File: config.mk
export PLATFORM = sky130hd
export DESIGN_NAME = dual_pport_regs
export DESIGN_NICKNAME = d
export VERILOG_FILES = /design/src/rtl/ppr_pkg.sv /design/src/rtl/ppr_sync.sv /design/src/rtl/ppr_bank.sv /design/src/rtl/dual_pport_regs.sv
export SDC_FILE = /design/constraint.sdc
export NUM_CORES = 1
export LEC_CHECK = 0
export BUFFER_PORTS_ARGS = -buffer_cell sky130_fd_sc_hd__buf_2
export CORE_MARGIN = 2
export CORE_UTILIZATION = 30
export DETAILED_ROUTE_END_ITERATION = 16
export RECOVER_POWER = 50
export SYNTH_ARGS = -nofsm -noshare
export SYNTH_HDL_FRONTEND = slang
export SYNTH_HIERARCHICAL = 1
export SYNTH_SLANG_ARGS = --single-unit
export TNS_END_PERCENT = 5
File: constraint.sdc
create_clock -name clk -period 2.6 [get_ports clk]
set_input_delay 0.39 -clock clk [delete_from_list [all_inputs] [get_ports clk]]
set_output_delay 0.39 -clock clk [all_outputs]
set_load 0.005 [all_outputs]
File: src/rtl/ppr_pkg.sv
package ppr_pkg;
  // Control byte fields (bit positions are decoded by the bank logic)
  localparam int CTL_ACCEPT_BIT = 7;
  localparam int CTL_A_IN_BIT   = 4;
  localparam int CTL_CHI_IN_BIT = 3;
  localparam int CTL_B_IN_BIT   = 1;
  localparam int CTL_CLO_IN_BIT = 0;

  localparam int PORTS_PER_BANK = 3;
  localparam int SLOTS_PER_BANK = 4;

  // Reset control: accept flag plus every direction bit set to input
  localparam logic [7:0] CTL_RESET = 8'h9B;

  typedef enum logic [1:0] {
    SLOT_A   = 2'd0,
    SLOT_B   = 2'd1,
    SLOT_C   = 2'd2,
    SLOT_CTL = 2'd3
  } slot_e;
endpackage

File: src/rtl/ppr_sync.sv
module ppr_sync #(
  parameter int WIDTH  = 48,
  parameter int STAGES = 2
) (
  input  logic             clk,
  input  logic             rst,
  input  logic [WIDTH-1:0] d,
  output logic [WIDTH-1:0] q
);
  logic [WIDTH-1:0] chain [STAGES];

  always_ff @(posedge clk) begin
    if (rst) begin
      for (int i = 0; i < STAGES; i++) chain[i] <= '0;
    end else begin
      chain[0] <= d;
      for (int i = 1; i < STAGES; i++) chain[i] <= chain[i-1];
    end
  end

  assign q = chain[STAGES-1];
endmodule

File: src/rtl/ppr_bank.sv
module ppr_bank
  import ppr_pkg::*;
#(
  parameter int PORT_W = 8,
  localparam int BANK_W = PORTS_PER_BANK * PORT_W,
  localparam int NIB_LO = PORT_W / 2,
  localparam int NIB_HI = PORT_W - NIB_LO
) (
  input  logic              clk,
  input  logic              rst,
  input  logic              wr_en,
  input  logic [1:0]        slot,
  input  logic [PORT_W-1:0] wdata,
  input  logic [BANK_W-1:0] pin_sync,
  output logic [BANK_W-1:0] lat_out,
  output logic [BANK_W-1:0] oe_out,
  output logic [PORT_W-1:0] rd_val
);
  logic [PORT_W-1:0] ctl_q;
  logic [PORT_W-1:0] lat_a, lat_b, lat_c;
  logic [BANK_W-1:0] oe_q;
  logic              ctl_take;

  // Direction decode: a 1 in a direction bit selects input (enable low)
  function automatic logic [BANK_W-1:0] dir_to_oe(input logic [PORT_W-1:0] c);
    dir_to_oe = {{NIB_HI{~c[CTL_CHI_IN_BIT]}}, {NIB_LO{~c[CTL_CLO_IN_BIT]}},
                 {PORT_W{~c[CTL_B_IN_BIT]}}, {PORT_W{~c[CTL_A_IN_BIT]}}};
  endfunction

  assign ctl_take = wr_en && (slot == SLOT_CTL) && wdata[CTL_ACCEPT_BIT];

  always_ff @(posedge clk) begin
    if (rst) begin
      ctl_q <= PORT_W'(CTL_RESET);
      oe_q  <= '0;
    end else if (ctl_take) begin
      ctl_q <= wdata;
      oe_q  <= dir_to_oe(wdata);
    end
  end

  always_ff @(posedge clk) begin
    if (rst) begin
      lat_a <= '0;
      lat_b <= '0;
      lat_c <= '0;
    end else if (wr_en) begin
      case (slot)
        SLOT_A:  lat_a <= wdata;
        SLOT_B:  lat_b <= wdata;
        SLOT_C:  lat_c <= wdata;
        default: ;
      endcase
    end
  end

  always_comb begin
    case (slot)
      SLOT_A:  rd_val = pin_sync[0 +: PORT_W];
      SLOT_B:  rd_val = pin_sync[PORT_W +: PORT_W];
      SLOT_C:  rd_val = pin_sync[2*PORT_W +: PORT_W];
      default: rd_val = ctl_q;
    endcase
  end

  assign lat_out = {lat_c, lat_b, lat_a};
  assign oe_out  = oe_q;
endmodule

File: src/rtl/dual_pport_regs.sv
module dual_pport_regs
  import ppr_pkg::*;
#(
  parameter int NUM_BANKS   = 2,
  parameter int PORT_W      = 8,
  parameter int SYNC_STAGES = 2,
  localparam int BANK_W = PORTS_PER_BANK * PORT_W,
  localparam int LINES  = NUM_BANKS * BANK_W,
  localparam int ADDR_W = $clog2(NUM_BANKS) + 2
) (
  input  logic              clk,
  input  logic              rst,
  input  logic [ADDR_W-1:0] bus_addr,
  input  logic              bus_wr,
  input  logic              bus_rd,
  input  logic [PORT_W-1:0] bus_wdata,
  output logic [PORT_W-1:0] bus_rdata,
  input  logic [LINES-1:0]  pin_in,
  output logic [LINES-1:0]  pin_out,
  output logic [LINES-1:0]  pin_oe
);
  logic [LINES-1:0]  pin_sync;
  logic [NUM_BANKS-1:0] bank_hit;
  logic [PORT_W-1:0] bank_rd [NUM_BANKS];
  logic [PORT_W-1:0] rd_mux;

  ppr_sync #(.WIDTH(LINES), .STAGES(SYNC_STAGES)) u_sync (
    .clk (clk),
    .rst (rst),
    .d   (pin_in),
    .q   (pin_sync)
  );

  for (genvar b = 0; b < NUM_BANKS; b++) begin : g_bank
    assign bank_hit[b] = ((bus_addr >> 2) == ADDR_W'(b));

    ppr_bank #(.PORT_W(PORT_W)) u_bank (
      .clk      (clk),
      .rst      (rst),
      .wr_en    (bus_wr && bank_hit[b]),
      .slot     (bus_addr[1:0]),
      .wdata    (bus_wdata),
      .pin_sync (pin_sync[b*BANK_W +: BANK_W]),
      .lat_out  (pin_out[b*BANK_W +: BANK_W]),
      .oe_out   (pin_oe[b*BANK_W +: BANK_W]),
      .rd_val   (bank_rd[b])
    );
  end

  always_comb begin
    rd_mux = '0;
    for (int b = 0; b < NUM_BANKS; b++) begin
      if (bank_hit[b]) rd_mux = bank_rd[b];
    end
  end

  always_ff @(posedge clk) begin
    if (rst)         bus_rdata <= '0;
    else if (bus_rd) bus_rdata <= rd_mux;
    else             bus_rdata <= '0;
  end
endmodule

==> results of run 1 <==
[cells in the final DEF, fill, tap and decap left out, types with 5 or more instances in the layout]
cell type | netlist | layout
mux2i_1 | 70 | 70
mux2_2 | 6 | 6
mux4_2 | 12 | 12
nor2b_1 | 102 | 102
clkbuf_16 | 0 | 17
clkinvlp_4 | 0 | 5
buf_2 | 13 | 134
clkbuf_1 | 6 | 32
nand2b_1 | 71 | 71
nor2_1 | 24 | 24
dfxtp_1 | 176 | 176
[routing by layer]
metal,track usage,routed length [um]
met5,0,0
met4,0.0354,147
met3,0.0399,917
met2,0.187,6230
met1,0.153,6820
[flip-flops by register name, summed over array words and instances (netlist names)]
signal and cells:
g_bank.u_bank/oe_out 8, bus_rdata 8, g_bank.u_bank/lat_c 16, u_sync/chain 96, g_bank.u_bank/ctl_q 16, g_bank.u_bank/lat_a 16, g_bank.u_bank/lat_b 16
[logic make-up (layout without fill, tap and decap cells)]
kind of cell    Yosys count  after routing
compound gates            4              4
buf+inv                 128            202
flops                   176            176
mux                      92             92
simple gates            215            215
[final cells by class]
type / count / area [um2]
clock buffer: 17 / 425
multi-input combinational: 311 / 2500
sequential: 176 / 3520
fill: 2344 / 14900
timing repair buffer: 170 / 837
clock inverter: 15 / 179
tap: 313 / 392
[where the power goes]
group          internal (W)  total, W  switching (W)
logic              0.000174  0.000345       0.000171
registers           0.00279   0.00282      0.0000290
clock network       0.00144   0.00256        0.00112
total               0.00441   0.00572        0.00132
[worst paths after layout]
check	startpoint	endpoint	slack [ns]
worst min-delay path	pin_in[45]	u_sync/chain[0][45]	0.17
worst min register to register	u_sync/chain[0][12]	u_sync/chain[0][60]	0.44
worst max-delay path	bus_addr[2]	g_bank[1].u_bank/oe_out[20]	0.70
worst max register to register	g_bank[1].u_bank/ctl_q[1]	bus_rdata[1]	1.43
[metrics by stage]
step	power, W	std cells	instance area (um2)
final	0.00572	1002	7850
after global routing	0.00596	1002	7850
after CTS	0.00581	1002	7920
after detailed placement	0.00324	970	7320
after global placement	0.00324	970	7320
after floorplan	0.00316	615	7000
==> flow_summary.yaml, run 1 <==
outcome:
  outcome: "finished clean"
route:
  route.detailed.drc: 0
  wl_um: 14100
  ant_nets: 0
  drtIter0Drc: 222
  num_vias: 3965
  wl_per_cell_um: 14.1
  via_per_inst: 3.96
  drt_pass1_iterations: 4
run:
  maxCapViolations: 0
clocking:
  holdBufCountCts: 0
  cts_resized: 0
  htree_levels: 4
  cts_setup_buffers: 0
  cts_tree: "done"
  clockBufferDepth: 2
  cts_made_buffers: 17
  cts_root_buffer: "clkbuf_16"
  clkLatencyLatePin_ns: 0.43
  clock-sinks: 176
  cts.clk_slew.worst_paths_ns: 0.06
die:
  die_h_um: 157
  num_rows: 55
  core-area_um2: 22800
  start_util: 0.307
  die_area_um2: 24600
  die_x_um: 157
  num_io_pins: 167
finish:
  area_delta_synth_final_pct: 12.3
  layout-drive-gt1-share: 0.274
  layout.nets: 739
  fin_util: 0.345
  antennaDiodeCount: 0
timing:
  worst_slack_ns: 0.698
  relSlewSlack: 0.305
  clock_skew_ns: 0.00463
  hold_viol_final: 0
  worst_pin_slew_ns: 1.04
  fmax_mhz: 526
  rsz0062_at_grt: "no"
  drv_slew: 0
  timing.hold.ws_ns: 0.170
  setup-tns-final_ns: 0
  setup_viol: 0
  final.min_clock_period_ns: 1.90
  fin_crit_sh: 0.732
setup_path:
  critPathKind: "in2reg"
  arrival_ns: 2.22
  cpPeakStageDelay_ns: 0.55
  crit_family: "simple AND/OR/NAND/NOR gates"
  cp.buffers_inverters: 1
  worst-path-stages: 4
  critPathCaptureType: "register"
  crit_chain: "clkbuf_1, and2_0, nand4_1, mux2_2"
  cp_max_fo: 10
  r2r_cells: 3
  critPathSlowestCell: "clkbuf_1"
  cp.required_ns: 2.91
  startpoint_type: "primary input"
logic_synthesis:
  synth_top_family_by_area: "simple AND/OR/NAND/NOR gates"
  synth.area.top_cells: "dfxtp_1 50%, mux2i_1 10%, buf_4 10%, nor2b_1 9.1%, nand2b_1 6.3%"
  ys_seq_elements: 176
  yosysTopAreaCell: "dfxtp_1"
  synth-edff-count: 0
  ys.warnings.count: 6
  synth_top_cell_area_share: 0.504
  synth_ff_type: "dfxtp_1"
  synth_xor_area_frac: 0
  netlist_area_um2: 7000
  syn_area_per_cell_um2: 11.4
  synth_common_cells: "176 x dfxtp_1, 102 x nor2b_1, 93 x buf_4, 71 x nand2b_1, 70 x mux2i_1"
  synth_nets: 678
  synth_compound_area_frac: 0.00465
  async_flop_share: 0
  synthAdderAreaFrac: 0
  ys_types: 24
  yosysSeqAreaShare: 0.504
  yosysMostFrequentCell: "dfxtp_1"
  muxShareOfSynthArea: 0.163
  synth_cells: 615
  yosys.area_share.simple: 0.193
placement:
  dp_hpwl_um: 10100
  gp_congestion: 0.739
  portBuffers: 166
  pre_cts_ws_ns: 0.606
global_route:
  grtUsageTotal: 0.118
  grt_first_pass_wirelength_um: 21700
  grt_overflow_total: 0
  antenna_found_initial: 0
  grt_max_degree: 132
  grt_pass1_vias: 3910
power:
  peakVddDrop_v: 0.000379
  powerDensity_nw_per_um2: 729
  p_leak_nw: 3.50
min_path:
  hold_path_depth: 2
  hold_path.class: "in2reg"
Note: power is estimated with default switching activity, not from simulation.
==> inputs of run 2 (changes only) <==
--- a/config.mk
+++ b/config.mk
@@ -5,6 +5,7 @@
 export SDC_FILE = /design/constraint.sdc
 export NUM_CORES = 1
 export LEC_CHECK = 0
+export ABC_AREA = 1
 export BUFFER_PORTS_ARGS = -buffer_cell sky130_fd_sc_hd__buf_2
 export CORE_MARGIN = 2
 export CORE_UTILIZATION = 30
==> constraint.sdc (replaced) <==
create_clock -name clk -period 1.5 [get_ports clk]
set_input_delay 0.225 -clock clk [delete_from_list [all_inputs] [get_ports clk]]
set_output_delay 0.225 -clock clk [all_outputs]
set_load 0.005 [all_outputs]
==> flow_summary.yaml, run 2 <==
clocking:
  cts_root_buffer: "clkbuf_16"
  cts_tree: "done"
  clkLatencyLatePin_ns: 0.43
  cts_setup_buffers: 0
  cts_made_buffers: 17
  clockBufferDepth: 2
  clock-sinks: 176
  htree_levels: 4
  cts.clk_slew.worst_paths_ns: 0.07
timing:
  hold_viol_final: 0
  drv_slew: 0
  relSlewSlack: 0.481
  setup_viol: 0
  fmax_mhz: 785
  fin_crit_sh: 0.849
  setup-tns-final_ns: 0
  clock_skew_ns: 0.0109
  final.min_clock_period_ns: 1.27
  worst_pin_slew_ns: 0.778
  rsz0062_at_grt: "no"
setup_path:
  critPathSlowestCell: "dfxtp_1"
  cp.required_ns: 1.27
  crit_path_start: "g_bank[1].u_bank/oe_out[7]"
  critPathCaptureType: "primary output"
  crit-reg2reg-launch: "g_bank[0].u_bank/ctl_q[6]"
  startpoint_type: "register"
  crit_chain: "buf_2"
  r2r_cells: 4
  cp_max_fo: 9
  worst-path-stages: 1
  reg2reg_to: "bus_rdata[6]"
  crit_family: "flip-flops"
  cp.buffers_inverters: 1
  r2r_slack_ns: 0.62
  cpPeakStageDelay_ns: 0.46
  endpoint: "pin_oe[27]"
  critPathKind: "reg2out"
  arrival_ns: 1.05
logic_synthesis:
  yosysSeqAreaShare: 0.504
  synth_ff_type: "dfxtp_1"
  ys.warnings.count: 6
  ys_types: 19
  synth-edff-count: 0
  synth_top_cell_area_share: 0.504
  netlist_area_um2: 6990
  yosysMostFrequentCell: "nor2_1"
  synth_cells: 905
  synth_nets: 968
  syn_area_per_cell_um2: 7.72
  async_flop_share: 0
  yosysTopAreaCell: "dfxtp_1"
  synth.area.top_cells: "dfxtp_1 50%, nor2_1 11%, buf_4 9.7%, nand2_1 8.4%, inv_1 8.2%"
  ys_seq_elements: 176
  synth_common_cells: "201 x nor2_1, 176 x dfxtp_1, 156 x nand2_1, 152 x inv_1, 90 x buf_4"
die:
  die_area_um2: 24500
  start_util: 0.307
  die_x_um: 157
  num_io_pins: 167
  die_h_um: 157
  num_rows: 55
  core-area_um2: 22800
global_route:
  use_met3: 0.0399
  use_met1: 0.172
  antenna_found_initial: 0
  grt_pass1_vias: 4780
  grt_first_pass_wirelength_um: 24300
  busiest_layer: "met2"
  grt_overflow_total: 0
  grtUsageTotal: 0.130
  grt_max_degree: 42
  use_met2: 0.205
power:
  combPwrFrac: 0.078
  p_switching_w: 0.00255
  p_leak_nw: 4.37
  power_frac_seq: 0.493
  clkPwrFrac: 0.429
  peakVddDrop_v: 0.000674
  cell_internal_pwr_w: 0.00745
  powerDensity_nw_per_um2: 1180
  swShare: 0.255
route:
  wl_um: 15500
  drtIter0Drc: 347
  drt_pass1_iterations: 5
  ant_nets: 0
  route.detailed.drc: 0
  num_vias: 5224
  wl_per_cell_um: 11.4
  via_per_inst: 3.82
finish:
  area_delta_synth_final_pct: 21.5
  fill_cells: 2402
  largest_reg_flops: 96
  layout-drive-gt1-share: 0.238
  stdcell_count: 1367
  top_register: "u_sync/chain"
  layout_common_cells: "203 x nor2_1, 176 x dfxtp_1, 165 x buf_2"
  layout.nets: 1101
  mostFrequentLayoutCell: "nor2_1"
placement:
  portBuffers: 166
  gp_congestion: 0.814
  dp_hpwl_um: 11000
  place_inst: 1286
min_path:
  hold_path.class: "in2reg"
outcome:
  outcome: "finished clean"
run:
  maxCapViolations: 0
## run 2: stage by stage
step	utilization	setup slack (ns)	cell area (um2)	total power [W]	hold WS, ns
after floorplan	-	0.0159	6990	0.00553	0.294
after global placement	0.328	0.127	7470	0.00575	0.394
after detailed placement	0.328	0.0956	7470	0.00575	0.396
after CTS	0.374	0.163	8520	0.0102	0.000994
after global routing	0.372	0.122	8480	0.0105	0.0142
final	0.373	0.227	8490	0.0100	0.0214
## run 2: layout make-up
cell class / instances / area [um2] / share of cell area
multi-input combinational: 463 / 2020 / 0.238
antenna: 3 / 7.51 / 0.000885
clock buffer: 18 / 439 / 0.0517
clock inverter: 14 / 145 / 0.0171
sequential: 176 / 3520 / 0.415
tap: 313 / 392 / 0.0461
timing repair buffer: 226 / 1380 / 0.163
inverter: 154 / 578 / 0.0681
## run 2: timing repair
action                                 CTS  global route
gates resized for setup                  0             0
endpoints found under the hold margin   46             0
hold buffers                            46             0
## run 2: cells by family (layout without fill, tap and decap cells)
kind of cell,after synthesis,after routing,synth area share
AND/OR/NAND/NOR,421,421,0.261
AO/OA/AOI/OAI,42,42,0.0301
buffers and inverters,266,412,0.205
flip-flops,176,176,0.504
other,0,3,0
## run 2: how the worst min path moves through the flow
stage	depth (start not counted)	start	endpoint	slack (ns)
floorplan	1	rst	g_bank[0].u_bank/oe_out[19]	0.29
detailed placement	2	u_sync/chain[0][30]	u_sync/chain[0][78]	0.40
finish	3	pin_in[8]	u_sync/chain[0][8]	0.02
global placement	2	u_sync/chain[0][24]	u_sync/chain[0][72]	0.39
global route	3	pin_in[8]	u_sync/chain[0][8]	0.01
CTS	3	pin_in[8]	u_sync/chain[0][8]	0.001
## run 2: metal layers
| metal | vias up | wire [um] |
|---|---|---|
| met5 | - | 0 |
| li1 | 2832 | - |
| met2 | 138 | 6840 |
| met4 | 0 | 91 |
| met3 | 6 | 1030 |
| met1 | 2248 | 7560 |
## run 2: power groups by stage
stage	registers, W	clock network [W]	logic (W)
finish	0.00493	0.00429	0.000784
global route	0.00494	0.00461	0.000895
CTS	0.00493	0.00443	0.000808
detailed placement	0.00504	0	0.000715
global placement	0.00504	0	0.000710
floorplan	0.00502	0	0.000509
